### src/rtl/winocc_pkg.sv
// Shared types for the window occupancy counters.
// Assumes: one operation is applied per clock edge.
package winocc_pkg;

    // Operation applied to the counters on the next edge.
    typedef enum logic [1:0] {
        OP_HOLD  = 2'd0,
        OP_SPILL = 2'd1,
        OP_FILL  = 2'd2,
        OP_LOAD  = 2'd3
    } winocc_op_e;

endpackage

### src/rtl/winocc_arbiter.sv
// Picks the single operation for this cycle from the strobes.
// Priority: write load, then spill, then fill. Assumes strobes are
// clean single-bit levels sampled at the clock edge.
module winocc_arbiter
    import winocc_pkg::*;
(
    input  logic       spill_i,
    input  logic       fill_i,
    input  logic       wr_en_i,
    output winocc_op_e op_o
);

    // Fixed-priority encode of the three strobes.
    always_comb begin
        if (wr_en_i)      op_o = OP_LOAD;
        else if (spill_i) op_o = OP_SPILL;
        else if (fill_i)  op_o = OP_FILL;
        else              op_o = OP_HOLD;
    end

endmodule

### src/rtl/winocc_step.sv
// Computes the next counter values for one operation.
// The second window moved by a spill or fill is taken from the
// other-context pool while it is non-empty, otherwise from the
// current context. Arithmetic wraps at CW bits.
module winocc_step
    import winocc_pkg::*;
#(
    parameter int CW = 3
) (
    input  winocc_op_e       op_i,
    input  logic [CW-1:0]    free_i,
    input  logic [CW-1:0]    rest_i,
    input  logic [CW-1:0]    other_i,
    input  logic [CW-1:0]    wr_free_i,
    input  logic [CW-1:0]    wr_rest_i,
    input  logic [CW-1:0]    wr_other_i,
    output logic [CW-1:0]    free_o,
    output logic [CW-1:0]    rest_o,
    output logic [CW-1:0]    other_o
);

    localparam logic [CW-1:0] ONE = CW'(1);

    logic from_other;
    logic [CW-1:0] free_inc, free_dec, rest_inc, rest_dec, other_dec;

    // Donor choice: the other-context pool gives first.
    assign from_other = (other_i != '0);

    // Shared incrementers and decrementers, one per count.
    always_comb begin
        free_inc  = free_i + ONE;
        free_dec  = free_i - ONE;
        rest_inc  = rest_i + ONE;
        rest_dec  = rest_i - ONE;
        other_dec = other_i - ONE;
    end

    // Next-value selection per operation.
    always_comb begin
        free_o  = free_i;
        rest_o  = rest_i;
        other_o = other_i;
        unique case (op_i)
            OP_LOAD: begin
                free_o  = wr_free_i;
                rest_o  = wr_rest_i;
                other_o = wr_other_i;
            end
            OP_SPILL: begin
                free_o = free_inc;
                if (from_other) other_o = other_dec;
                else            rest_o  = rest_dec;
            end
            OP_FILL: begin
                rest_o = rest_inc;
                if (from_other) other_o = other_dec;
                else            free_o  = free_dec;
            end
            default: ;
        endcase
    end

endmodule

### src/rtl/winocc_regs.sv
// Holds the three counts. Synchronous active-low reset loads the
// free count with RST_FREE and clears the others.
module winocc_regs #(
    parameter int              CW       = 3,
    parameter logic [CW-1:0]   RST_FREE = '0
) (
    input  logic            clk,
    input  logic            rst_n,
    input  logic [CW-1:0]   free_d,
    input  logic [CW-1:0]   rest_d,
    input  logic [CW-1:0]   other_d,
    output logic [CW-1:0]   free_q,
    output logic [CW-1:0]   rest_q,
    output logic [CW-1:0]   other_q
);

    // State update with synchronous reset.
    always_ff @(posedge clk) begin
        if (!rst_n) begin
            free_q  <= RST_FREE;
            rest_q  <= '0;
            other_q <= '0;
        end else begin
            free_q  <= free_d;
            rest_q  <= rest_d;
            other_q <= other_d;
        end
    end

endmodule

### src/rtl/winocc_counters.sv
// Top of the window occupancy counters. Assumes NWINDOWS >= 3 and
// that spill and fill are single-cycle pulses from trap handlers.
module winocc_counters
    import winocc_pkg::*;
#(
    parameter int NWINDOWS = 8,
    localparam int CW      = $clog2(NWINDOWS)
) (
    input  logic            clk,
    input  logic            rst_n,
    input  logic            spill_i,
    input  logic            fill_i,
    input  logic            wr_en_i,
    input  logic [CW-1:0]   wr_free_i,
    input  logic [CW-1:0]   wr_rest_i,
    input  logic [CW-1:0]   wr_other_i,
    output logic [CW-1:0]   free_o,
    output logic [CW-1:0]   rest_o,
    output logic [CW-1:0]   other_o
);

    localparam logic [CW-1:0] RST_FREE = CW'(NWINDOWS - 2);

    winocc_op_e    op;
    logic [CW-1:0] free_n, rest_n, other_n;

    winocc_arbiter u_arb (
        .spill_i (spill_i),
        .fill_i  (fill_i),
        .wr_en_i (wr_en_i),
        .op_o    (op)
    );

    winocc_step #(.CW(CW)) u_step (
        .op_i       (op),
        .free_i     (free_o),
        .rest_i     (rest_o),
        .other_i    (other_o),
        .wr_free_i  (wr_free_i),
        .wr_rest_i  (wr_rest_i),
        .wr_other_i (wr_other_i),
        .free_o     (free_n),
        .rest_o     (rest_n),
        .other_o    (other_n)
    );

    winocc_regs #(.CW(CW), .RST_FREE(RST_FREE)) u_regs (
        .clk     (clk),
        .rst_n   (rst_n),
        .free_d  (free_n),
        .rest_d  (rest_n),
        .other_d (other_n),
        .free_q  (free_o),
        .rest_q  (rest_o),
        .other_q (other_o)
    );

endmodule

### config.mk
export PLATFORM = sky130hd
export DESIGN_NAME = winocc_counters
export DESIGN_NICKNAME = d
export VERILOG_FILES = /design/src/rtl/winocc_pkg.sv /design/src/rtl/winocc_arbiter.sv /design/src/rtl/winocc_step.sv /design/src/rtl/winocc_regs.sv /design/src/rtl/winocc_counters.sv
export SDC_FILE = /design/constraint.sdc
export NUM_CORES = 1
export LEC_CHECK = 0
export BUFFER_PORTS_ARGS = -buffer_cell sky130_fd_sc_hd__buf_2
export CAP_MARGIN = 20
export CORE_AREA = 3 3 40 42
export CTS_CLUSTER_SIZE = 30
export DETAILED_ROUTE_END_ITERATION = 8
export DIE_AREA = 0 0 43 45
export PLACE_DENSITY_LB_ADDON = 0.3
export SLEW_MARGIN = 25
export SYNTH_ARGS = -nofsm -noshare
export SYNTH_HDL_FRONTEND = slang
export SYNTH_SLANG_ARGS = --single-unit
### constraint.sdc
create_clock -name clk -period 2.5 [get_ports clk]
set_clock_uncertainty 0.05 [all_clocks]
set_input_delay 0.375 -clock clk [delete_from_list [all_inputs] [get_ports clk]]
set_output_delay 0.375 -clock clk [all_outputs]
set_load 0.01 [all_outputs]
## After elaboration in Yosys (flattened, before gate mapping)

Index checks and enable logic that the tools add are counted.

| word-level totals | value |
|---|---|
| bits in registers | 9 |
| input port bits | 14 |
| output and inout port bits | 9 |
| word-level logic and storage cells | 30 |

| cells by class | value |
|---|---|
| $add $sub $neg | 5 |
| equal/unequal tests | 6 |
| reductions and logical operators | 7 |
| multiplexer cells | 9 |

Operators by type and width:

| operator | count |
|---|---|
| $pmux W3 S3 | 2 |
| $mux W3 | 3 |
| $sub A3 B1 Y3 const B | 3 |
| $add A3 B1 Y3 const B | 2 |
| $mux W2 | 3 |
| $pmux W3 S2 | 1 |
| $reduce_and A2 Y1 | 3 |
| $reduce_bool A3 Y1 | 2 |
| $eq A2 B2 Y1 const B | 2 |
| $ne A2 B2 Y1 const B | 2 |
| $eq A2 B1 Y1 const B | 1 |
| $ne A2 B1 Y1 const B | 1 |
| $reduce_bool A2 Y1 | 1 |
| $reduce_or A2 Y1 | 1 |

## Depth between registers and ports, before layout

Gate-level depths: netlist (run 1).

| logic depth | value |
|---|---|
| depth after elaboration | 7 |
| mapped depth | 8 |
| depth with buffers taken out | 8 |

## Modules after synthesis

From an unflattened synthesis (run 1), not the netlist that was laid out.

| second synthesis, totals | value |
|---|---|
| cell total of the unflattened synthesis | 90 |
| area total of the unflattened synthesis | 755.7 um2 |

Modules (own cells, without submodules):

| module | area each (um2) | instances | cells an instance | sequential area each (um2) |
|---|---|---|---|---|
| winocc_step | 501.7 | 1 | 69 | 0.0 |
| winocc_regs | 236.5 | 1 | 18 | 180.2 |
| winocc_arbiter | 17.5 | 1 | 3 | 0.0 |

## Worst setup path before layout (run 1)

OpenSTA, ideal clock, no wires.

| timing | value |
|---|---|
| path type | input to register |
| from | input port spill_i |
| to | register u_regs.free_q[2] |
| setup slack | 0.693 ns |
| cell stages on the path | 8 |
| setup time | 0.095 ns |
| arrival time | 1.662 ns |
| data required time | 2.355 ns |
| buffers on the path | 0 |
| cells stage by stage | and2b_4 -> and2b_2 -> xor2_1 -> ha_1 -> nor2_1 -> a22oi_1 -> a221oi_1 -> o311ai_1 |

| on the way | value |
|---|---|
| cells in the longest elaborated chain, start to end | 5 |
| elaborated cells on any way between the ends | 9 |
| those cells by class | eq/ne (4); mux (3); reduce/logical (2) |

RTL lines:

| what | line | text |
|---|---|---|
| start, declared | winocc_counters.sv:11 | `input logic spill_i,` |
| $mux W2 * | winocc_arbiter.sv:16 | `else if (spill_i) op_o = OP_SPILL;` |
| $mux W2 * | winocc_arbiter.sv:15 | `if (wr_en_i) op_o = OP_LOAD;` |
| $eq A2 B2 Y1 / $eq A2 B1 Y1 (equally long branches) | winocc_step.sv:44 | `unique case (op_i)` |
| $ne A2 B2 Y1 (no line) / $reduce_bool A3 Y1 (equally long branches) | n/a |  |
| $reduce_and A2 Y1 (no line) | n/a |  |
| end signal, assigned | winocc_regs.sv:24 | `free_q <= free_d;` |
| end, declared | winocc_regs.sv:12 | `output logic [CW-1:0] free_q,` |

Every way passes the cells marked *; elsewhere a longest branch is shown, timed or not.
A chain may end at the register's enable or synchronous reset.

## Worst setup path after layout (run 1)

Same ends and word-level chain as after synthesis.

==> impl_metrics.csv, run 1 <==
group,metric,value,unit
synthesis,yosysSeqAreaShare,27.4,%
worst_setup_path,end_kind,"flip-flop",
global_routing,grtUsageTotal,16.3,%
clock_tree,post_cts_buffers,0,
floorplanning,row_count,13,
clock_tree,cts_root_buf,"clkbuf_4",
place,placed_area,772,µm²
floorplanning,start_util,51.2,%
synthesis,syn_area_per_cell,8.55,µm²
worst_setup_path,crit_start,"spill_i",
power_and_ir_drop,ir_drop,0.314,mV
place,pre_cts_ws,0.343,ns
place,dp_hpwl,1.03,mm
routing,wl_per_cell,11.9,µm
worst_setup_path,required,2.60,ns
synthesis,syn_inst,77,
global_routing,grt_max_degree,17,
hold_path,min-delay-start,"wr_free_i[0]",
cells_and_area,layout.nets,119,
routing,wirelength,1.37,mm
cells_and_area,areaGrowthSynthToFinish,21.3,%
clock_tree,insertion_delay,0.27,ns
clock_tree,cts.sinks,9,
synthesis,synth_area,658,µm²
timing,maxSlewViolCount,0,
floorplanning,coreArea,0.00128,mm²
power_and_ir_drop,p_total,426,µW
synthesis,syn_nets,95,
floorplanning,fp.dieW,43,µm
worst_setup_path,r2r_cells,6,
status,outcome,"finished clean",
routing,dr.pass1.iters,2,
timing,post-route-period-util,75.1,%
clock_tree,clk_pin_slew_worst_paths,0.06,ns
worst_setup_path,worstPathArrival,1.97,ns
timing,rsz0062_at_grt,"no",
timing,fmax,533,MHz
flow_run,drv_cap,0,
routing,via_count,613,
global_routing,gr-total-overflow,0,
timing,relSlewSlack,80.1,%
timing,setup_tns,0,ns
routing,drtIter0Drc,2,
timing,postLayoutSetupSlackWorst,0.622,ns
timing,hold_viol_final,0,
clock_tree,cts_buffer_depth,2,
place,place.gp.congestion,0.773,
floorplanning,dieArea,0.00194,mm²
floorplanning,die_h,45,µm
power_and_ir_drop,cellPowerDensity,534,mW/mm²
cells_and_area,fin_area,798,µm²
routing,viasPerCell,5.33,
routing,ant_nets,0,
timing,finalCriticalPeriod,1.88,ns
worst_setup_path,worstSetupPathType,"in -> reg",
worst_setup_path,r2r_start,"u_regs.other_q[0]$_SDFFE_PN0P_",
floorplanning,ios,23,
synthesis,yosysWarnings,0,
cells_and_area,drive_above_1_share,34.0,%
global_routing,antenna_found_initial,0,
routing,drc_errors,0,
hold_path,whs_path_depth,3,
global_routing,grt_pass1_vias,527,
clock_tree,htree_levels,1,
clock_tree,cts-buffers-inserted,3,
worst_setup_path,cp-start-kind,"input port",
hold_path,min_path_type,"in -> reg",
timing,hold_slack,0.286,ns
timing,worst_slew_pin_slew,0.298,ns
timing,setup_viol,0,
cells_and_area,antenna_cells,0,
place,portBuffers,22,
clock_tree,cts-resized-gates,0,
synthesis,synth_seq_cells,9,
clock_tree,cts_hold_buf,0,
power_and_ir_drop,p_leak,0.000376,µW
synthesis,synth_cell_types,38,
global_routing,grt_pass1_wl,2.29,mm
clock_tree,cts_tree,"built",
cells_and_area,fillers,122,
worst_setup_path,crit_fanout,12,
-- synth_stat cells --
| library cell | instances | area share [%] |
|---|---|---|
| o21bai_2 | 1 | 1.7 |
| clkbuf_1 | 2 | 1.1 |
| clkbuf_4 | 1 | 1.1 |
| o21ai_1 | 2 | 1.5 |
| o21a_1 | 1 | 1.1 |
| nand2_1 | 7 | 4.0 |
| nand2b_1 | 2 | 1.9 |
| xnor2_1 | 1 | 1.3 |
| nor2_1 | 9 | 5.1 |
| a22oi_1 | 2 | 2.3 |
| mux2i_1 | 4 | 6.1 |
| a21boi_1 | 1 | 1.1 |
| nor2b_2 | 1 | 1.3 |
| nand3_1 | 1 | 0.76 |
| o211a_1 | 1 | 1.5 |
| or3_1 | 1 | 0.95 |
| a21oi_1 | 2 | 1.5 |
| xor2_1 | 2 | 2.7 |
| nor3_1 | 1 | 0.76 |
| dfxtp_1 | 9 | 27 |
| ha_1 | 4 | 7.6 |
| o211ai_1 | 1 | 1.1 |
| o311ai_1 | 1 | 1.3 |
| a221oi_1 | 1 | 1.3 |
| a211oi_2 | 1 | 1.9 |
| a211oi_1 | 2 | 2.3 |
| nor2_2 | 1 | 0.95 |
| and2b_2 | 1 | 1.3 |
| a21boi_2 | 1 | 1.7 |
| a21o_1 | 1 | 1.1 |
| mux2_4 | 1 | 2.3 |
| and2b_4 | 1 | 1.5 |
| o311a_1 | 1 | 1.5 |
| inv_1 | 3 | 1.7 |
| o21ai_0 | 3 | 2.3 |
| and2_1 | 1 | 0.95 |
| a211o_4 | 1 | 2.7 |
| o22ai_1 | 1 | 0.95 |
-- final timing paths --
kind | to | slack [ns]
max | u_regs.free_q[2]$_SDFFE_PN1P_ | 0.62
min | u_regs.free_q[0]$_SDFFE_PN0P_ | 0.29
max reg2reg | u_regs.free_q[1]$_SDFFE_PN1P_ | 0.89
min reg2reg | u_regs.rest_q[2]$_SDFFE_PN0P_ | 0.46
-- cell type report --
| cell class | instances | area (µm²) | area share (%) |
|---|---|---|---|
| Tap cell | 15 | 18.8 | 2.35 |
| Sequential cell | 9 | 180 | 22.6 |
| Multi-Input combinational cell | 62 | 452 | 56.6 |
| Timing Repair Buffer | 22 | 110 | 13.8 |
| Inverter | 3 | 11.3 | 1.41 |
| Clock buffer | 4 | 26.3 | 3.29 |
-- power breakdown --
group          leakage, µW  switching, µW  total (µW)  internal [µW]
Combinational     0.000286           68.9         137           68.2
Clock            0.0000150           54.5         116           61.7
Sequential       0.0000749           14.7         173            158
Total             0.000376            138         426            288
-- cells in the final DEF (no fill, tap or decap), types with 2 or more instances in the layout --
cell      count
buf_2        22
nor2_1        9
dfxtp_1       9
nand2_1       7
mux2i_1       4
ha_1          4
inv_1         3
o21ai_0       3
clkbuf_4      3
xor2_1        2
o21ai_1       2
a22oi_1       2
a211oi_1      2
a21oi_1       2
nand2b_1      2
-- through the flow --
| step | utilization (%) | cells |
|---|---|---|
| 6_report | 62.1 | 115 |
| 5_1_grt | 62.1 | 115 |
| 4_1_cts | 62.1 | 115 |
| 3_5_place_dp | 60.1 | 111 |
| 3_3_place_gp | 60.1 | 111 |
| 2_1_floorplan | - | 77 |
-- per-layer routing --
metal	GRT usage, %	vias to the layer above	share of wire, %
li1	-	324	-
met1	18.4	269	43
met2	26.3	16	48
met3	6.37	4	7.0
met4	9.04	0	1.9
met5	0	-	0
-- state kept, by name, summed over array words and instances (netlist names) --
signal          cells
u_regs.other_q      3
u_regs.free_q       3
u_regs.rest_q       3
-- worst max-delay path, cell delays in order --
cell,delay [ns]
buf_2,0.21
and2b_4,0.24
and2b_2,0.21
xor2_1,0.14
ha_1,0.22
nor2_1,0.10
a22oi_1,0.07
a221oi_1,0.26
o311ai_1,0.13
-- cell families (layout without fill, tap and decap cells) --
logic type,after synthesis,after routing,synth area share (%)
adder cells (fa/ha/maj),4,4,7.60
multiplexers,5,5,8.36
AO/OA/AOI/OAI,24,24,29.1
buffers and inverters,6,29,3.99
AND/OR/NAND/NOR,26,26,19.6
XOR/XNOR,3,3,3.99
flip-flops,9,9,27.4
No activity file was read; power rests on OpenSTA's default activity.
==> run 2: changes to the inputs <==
--- a/config.mk
+++ b/config.mk
@@ -5,12 +5,13 @@
 export SDC_FILE = /design/constraint.sdc
 export NUM_CORES = 1
 export LEC_CHECK = 0
+export ABC_AREA = 1
 export BUFFER_PORTS_ARGS = -buffer_cell sky130_fd_sc_hd__buf_2
 export CAP_MARGIN = 20
-export CORE_AREA = 3 3 40 42
+export CORE_MARGIN = 3
+export CORE_UTILIZATION = 47
 export CTS_CLUSTER_SIZE = 30
 export DETAILED_ROUTE_END_ITERATION = 8
-export DIE_AREA = 0 0 43 45
 export PLACE_DENSITY_LB_ADDON = 0.3
 export SLEW_MARGIN = 25
 export SYNTH_ARGS = -nofsm -noshare
==> constraint.sdc (replaced) <==
create_clock -name clk -period 1.8 [get_ports clk]
set_clock_uncertainty 0.05 [all_clocks]
set_input_delay 0.27 -clock clk [delete_from_list [all_inputs] [get_ports clk]]
set_output_delay 0.27 -clock clk [all_outputs]
set_load 0.01 [all_outputs]
==> run 2 against run 1 <==
Utilization rose by 6.2 points. Register-to-register slack lost 0.56 ns. Critical endpoint is now u_regs.rest_q[2]$_SDFFE_PN0P_. Sequential share of layout area fell by 0.62 points. Setup slack got worse by 0.31 ns. Final cell count rose by 23%. Combinational power is 60% higher. Largest power group unchanged. Global-route usage grew 1.7 points.
==> impl_metrics.csv, run 2 <==
group,metric,value,unit
status,outcome,"finished clean",
global_routing,grt_pass1_wl,2.62,mm
routing,wirelength,1.56,mm
worst_setup_path,r2r_start,"u_regs.rest_q[1]$_SDFFE_PN0P_",
clock_tree,cts_hold_buf,0,
timing,fmax,674,MHz
worst_setup_path,r2r_cells,9,
clock_tree,post_cts_buffers,0,
cells_and_area,layout.nets,147,
synthesis,syn_area_per_cell,6.56,µm²
global_routing,antenna_found_initial,0,
worst_setup_path,cp-start-kind,"input port",
cells_and_area,most-common-layout-cells,"nand2_1, buf_2, inv_1",
global_routing,grtUsageTotal,18.0,%
synthesis,synth_largest_area_cell,"dfxtp_1",
place,placed_cells,138,
cells_and_area,drive_above_1_share,26.6,%
power_and_ir_drop,ir_drop,0.462,mV
worst_setup_path,worstPathArrival,1.63,ns
synthesis,yosysMostFrequentCell,"nand2_1",
power_and_ir_drop,cellPowerDensity,769,mW/mm²
power_and_ir_drop,p_total,631,µW
timing,worst_slew_pin_slew,0.301,ns
floorplanning,dieArea,0.00188,mm²
cells_and_area,ff_latch_area,180,µm²
cells_and_area,mostFrequentLayoutCell,"nand2_1",
synthesis,syn_nets,118,
timing,finalCriticalPeriod,1.48,ns
floorplanning,row_count,12,
hold_path,whs_path_depth,2,
timing,relSlewSlack,79.8,%
synthesis,ys.flop_type,"dfxtp_1",
synthesis,synthTopCellsByCount,"nand2_1, inv_1, a21oi_1",
synthesis,netlist.area_leader.share,27.5,%
worst_setup_path,required,1.95,ns
synthesis,syn_inst,100,
power_and_ir_drop,p_leak,0.000448,µW
routing,ant_nets,0,
routing,drtIter0Drc,28,
worst_setup_path,worstSetupPathType,"in -> reg",
cells_and_area,areaGrowthSynthToFinish,25.2,%
timing,hold_viol_final,0,
clock_tree,cts.sinks,9,
cells_and_area,multi_input_area,400,µm²
clock_tree,cts_root_buf,"clkbuf_4",
hold_path,min_path_type,"in -> reg",
synthesis,async_flop_share,0,%
floorplanning,die_h,43.4,µm
hold_path,hold_end,"u_regs.free_q[1]$_SDFFE_PN1P_",
clock_tree,cts-resized-gates,0,
timing,post-route-period-util,82.5,%
clock_tree,cts_buffer_depth,2,
place,place.gp.congestion,0.796,
floorplanning,fp.dieW,43.4,µm
hold_path,min-delay-start,"rst_n",
cells_and_area,fillers,109,
timing,setup_viol,0,
clock_tree,htree_levels,1,
cells_and_area,finalNonFillerCells,142,
cells_and_area,antenna_cells,0,
global_routing,grt_pass1_vias,635,
cells_and_area,top_regs,"u_regs.free_q: 3 flops, u_regs.other_q: 3 flops, u_regs.rest_q: 3 flops",
synthesis,synth_area,656,µm²
timing,setup_tns,0,ns
place,portBuffers,22,
synthesis,synth_seq_cells,9,
synthesis,ys_top_cells_by_area,"dfxtp_1, nand2_1, inv_1, a21oi_1, ha_1",
place,dp_hpwl,1.23,mm
synthesis,synth_edf_count,0,
floorplanning,coreArea,0.00120,mm²
synthesis,synth_cell_types,20,
clock_tree,cts_tree,"built",
worst_setup_path,r2r_slack,0.33,ns
clock_tree,cts-buffers-inserted,3,
routing,dr.pass1.iters,4,
routing,drc_errors,0,
global_routing,grt_max_degree,12,
clock_tree,insertion_delay,0.26,ns
worst_setup_path,worstReg2RegEnd,"u_regs.rest_q[2]$_SDFFE_PN0P_",
floorplanning,start_util,54.6,%
routing,wl_per_cell,11.0,µm
worst_setup_path,end_kind,"flip-flop",
timing,rsz0062_at_grt,"no",
routing,viasPerCell,5.11,
timing,maxSlewViolCount,0,
global_routing,gr-total-overflow,0,
routing,via_count,725,
worst_setup_path,crit_fanout,6,
synthesis,yosysWarnings,0,
clock_tree,clk_pin_slew_worst_paths,0.07,ns
floorplanning,ios,23,
synthesis,yosysSeqAreaShare,27.5,%
flow_run,drv_cap,0,
## run 2: per-layer routing
layer,global-route usage (%),share of wire [%]
met1,21.6,44
met2,31.9,49
met3,4.98,6.2
met4,3.61,0.64
met5,0,0
## run 2: report_power, final
part / total, µW / leakage (µW) / switching (µW) / internal (µW)
clock: 165 / 0.0000150 / 78.8 / 85.7
sequential: 247 / 0.0000749 / 23.9 / 224
combinational: 219 / 0.000358 / 124 / 95.1
## run 2: layout make-up
| type | count | area share [%] |
|---|---|---|
| flip-flops and latches | 9 | 22.0 |
| inverters | 17 | 7.77 |
| well taps | 14 | 2.13 |
| repair buffers | 25 | 16.2 |
| multi-input cells | 73 | 48.8 |
| clock buffers | 4 | 3.20 |
## run 2: how the worst max path moves through the flow
stage / startpoint / endpoint / slack [ns]
after CTS: spill_i / u_regs.rest_q[2]$_SDFFE_PN0P_ / 0.33
final: spill_i / u_regs.rest_q[2]$_SDFFE_PN0P_ / 0.32
after global routing: spill_i / u_regs.rest_q[2]$_SDFFE_PN0P_ / 0.13
after global placement: spill_i / u_regs.rest_q[2]$_SDFFE_PN0P_ / 0.12
after detailed placement: spill_i / u_regs.rest_q[2]$_SDFFE_PN0P_ / 0.06
after floorplan: spill_i / u_regs.rest_q[1]$_SDFFE_PN0P_ / 0.26
## run 2: stage by stage
stage	worst slack, ns	cell area [µm²]	hold slack (ns)	utilization, %
floorplan	0.256	656	0.299	-
global placement	0.124	795	0.420	66.1
detailed placement	0.0602	795	0.444	66.1
CTS	0.328	821	0.188	68.3
global route	0.128	821	0.197	68.3
finish	0.315	821	0.197	68.3
## run 2: kinds of logic after synthesis
logic type      Yosys count  synth area share [%]
xor+xnor                  3                  4.01
fa+ha+maj                 4                  7.63
simple gates             40                  25.6
compound gates           26                  23.9
buf+inv                  18                  11.5
flops                     9                  27.5
## run 2: worst max-delay path, stage by stage
cell and delay (ns):
buf_2 0.14, nor2_4 0.12, nand2_2 0.10, or2_2 0.29, nand2_1 0.06, inv_1 0.04
ha_1 0.18, a21oi_1 0.14, nand2_1 0.07, nand3_1 0.07, nand2_1 0.05, a21oi_1 0.11
==> run 3: changes to the inputs <==
==> constraint.sdc (replaced) <==
create_clock -name clk -period 1.5 [get_ports clk]
set_clock_uncertainty 0.05 [all_clocks]
set_input_delay 0.225 -clock clk [delete_from_list [all_inputs] [get_ports clk]]
set_output_delay 0.225 -clock clk [all_outputs]
set_load 0.01 [all_outputs]
==> run 3 against run 2 <==
Die area did not move. Hold slack got worse by 0.052 ns. Setup slack worse by 0.23 ns.
==> impl_metrics.csv, run 3 (same netlist as run 2, synthesis figures left out) <==
group,metric,value,unit
place,portBuffers,22,
routing,viasPerCell,4.86,
cells_and_area,most-common-layout-cells,"nand2_1, buf_2, inv_1",
cells_and_area,layout.nets,152,
worst_setup_path,r2r_cells,8,
floorplanning,fp.dieW,43.4,µm
floorplanning,die_h,43.4,µm
cells_and_area,fin_area,897,µm²
clock_tree,insertion_delay,0.25,ns
floorplanning,start_util,54.6,%
hold_path,hold_end,"u_regs.free_q[1]$_SDFFE_PN1P_",
clock_tree,cts.sinks,9,
worst_setup_path,crit_fanout,2,
global_routing,grtUsageTotal,17.3,%
place,placed_area,832,µm²
timing,fmax,707,MHz
cells_and_area,mostFrequentLayoutCell,"nand2_1",
routing,drc_errors,0,
cells_and_area,antenna_cells,0,
worst_setup_path,r2r_start,"u_regs.rest_q[1]$_SDFFE_PN0P_",
timing,setup_viol,0,
timing,hold_viol_final,0,
floorplanning,ios,23,
global_routing,gr-total-overflow,0,
global_routing,grt_pass1_wl,2.53,mm
cells_and_area,areaGrowthSynthToFinish,36.8,%
worst_setup_path,r2r_slack,0.09,ns
worst_setup_path,end_kind,"flip-flop",
routing,via_count,714,
clock_tree,cts_buffer_depth,2,
routing,wl_per_cell,10.9,µm
global_routing,grt_max_degree,12,
routing,dr.pass1.iters,4,
global_routing,antenna_found_initial,0,
worst_setup_path,cp-start-kind,"flip-flop",
routing,wirelength,1.61,mm
power_and_ir_drop,ir_drop,0.864,mV
routing,drtIter0Drc,14,
floorplanning,row_count,12,
timing,post-route-period-util,94.3,%
power_and_ir_drop,power_frac_seq,37.3,%
power_and_ir_drop,combPwrFrac,38.7,%
worst_setup_path,worstPathArrival,1.56,ns
power_and_ir_drop,p_leak,0.000475,µW
place,dp_hpwl,1.21,mm
clock_tree,cts_hold_buf,0,
floorplanning,coreArea,0.00120,mm²
floorplanning,dieArea,0.00188,mm²
power_and_ir_drop,p_clk_share,24.0,%
power_and_ir_drop,p_sw,285,µW
clock_tree,post_cts_buffers,0,
status,outcome,"finished clean",
clock_tree,cts_root_buf,"clkbuf_4",
worst_setup_path,required,1.64,ns
power_and_ir_drop,internal_power,511,µW
clock_tree,cts-buffers-inserted,3,
worst_setup_path,worstReg2RegEnd,"u_regs.rest_q[1]$_SDFFE_PN0P_",
clock_tree,cts_tree,"built",
worst_setup_path,worstSetupPathType,"reg -> reg",
timing,finalCriticalPeriod,1.41,ns
timing,rsz0062_at_grt,"no",
clock_tree,htree_levels,1,
timing,worst_slew_pin_slew,0.224,ns
clock_tree,cts-resized-gates,0,
cells_and_area,top_regs,"u_regs.free_q: 3 flops, u_regs.other_q: 3 flops, u_regs.rest_q: 3 flops",
timing,maxSlewViolCount,0,
global_routing,grt_pass1_vias,631,
hold_path,min-delay-start,"rst_n",
hold_path,whs_path_depth,2,
power_and_ir_drop,cellPowerDensity,887,mW/mm²
power_and_ir_drop,p_total,795,µW
cells_and_area,drive_above_1_share,36.8,%
power_and_ir_drop,swShare,35.8,%
timing,relSlewSlack,84.9,%
clock_tree,clk_pin_slew_worst_paths,0.07,ns
hold_path,min_path_type,"in -> reg",
routing,ant_nets,0,
flow_run,drv_cap,0,
place,place.gp.congestion,0.759,
==> run 3: how the worst max path moves through the flow <==
stage                                       start                             to
floorplan                                 spill_i  u_regs.rest_q[1]$_SDFFE_PN0P_
global placement                          spill_i  u_regs.rest_q[2]$_SDFFE_PN0P_
detailed placement                        spill_i  u_regs.rest_q[2]$_SDFFE_PN0P_
CTS                 u_regs.rest_q[1]$_SDFFE_PN0P_  u_regs.rest_q[2]$_SDFFE_PN0P_
global route        u_regs.rest_q[1]$_SDFFE_PN0P_  u_regs.rest_q[2]$_SDFFE_PN0P_
finish              u_regs.rest_q[1]$_SDFFE_PN0P_  u_regs.rest_q[1]$_SDFFE_PN0P_
==> run 3: per-layer routing <==
metal / share of wire, % / GRT usage, % / up-vias
met5: 0 / 0 / -
met1: 45 / 23.3 / 311
li1: - / - / 385
met2: 49 / 27.4 / 16
met3: 4.9 / 3.73 / 2
met4: 1.2 / 5.42 / 0
==> run 3: critical path: stages (launching register included) <==
cell     delay, ns
dfxtp_2       0.32
or2_2         0.28
nand2_1       0.06
inv_1         0.05
ha_4          0.26
nand2_2       0.05
a21oi_2       0.13
a21oi_1       0.05
nor2_1        0.10
==> run 3: power groups by stage <==
stage | sequential (µW) | combinational (µW) | clock, µW
after floorplan | 312 | 161 | 0
after global placement | 298 | 267 | 0
after detailed placement | 299 | 277 | 0
after CTS | 294 | 279 | 192
after global routing | 301 | 348 | 208
final | 297 | 308 | 191
==> run 3: cell type report <==
cell class                 count  area, µm²
multi-input combinational     73        437
fill                         104        304
sequential                     9        183
timing repair buffer          30        170
inverter                      17       63.8
clock buffer                   4       26.3
tap                           14       17.5
==> run 3: per-stage QoR <==
| step | setup TNS (ns) | worst slack (ns) | instances | util, % | hold WS, ns |
|---|---|---|---|---|---|
| final | 0 | 0.0853 | 147 | 74.7 | 0.145 |
| after global routing | 0 | 0.00918 | 147 | 74.7 | 0.137 |
| after CTS | 0 | 0.0700 | 147 | 71.5 | 0.143 |
| after detailed placement | -0.377 | -0.187 | 143 | 69.3 | 0.406 |
| after global placement | -0.202 | -0.101 | 143 | 69.3 | 0.402 |
| after floorplan | 0 | 0.00107 | 100 | - | 0.254 |
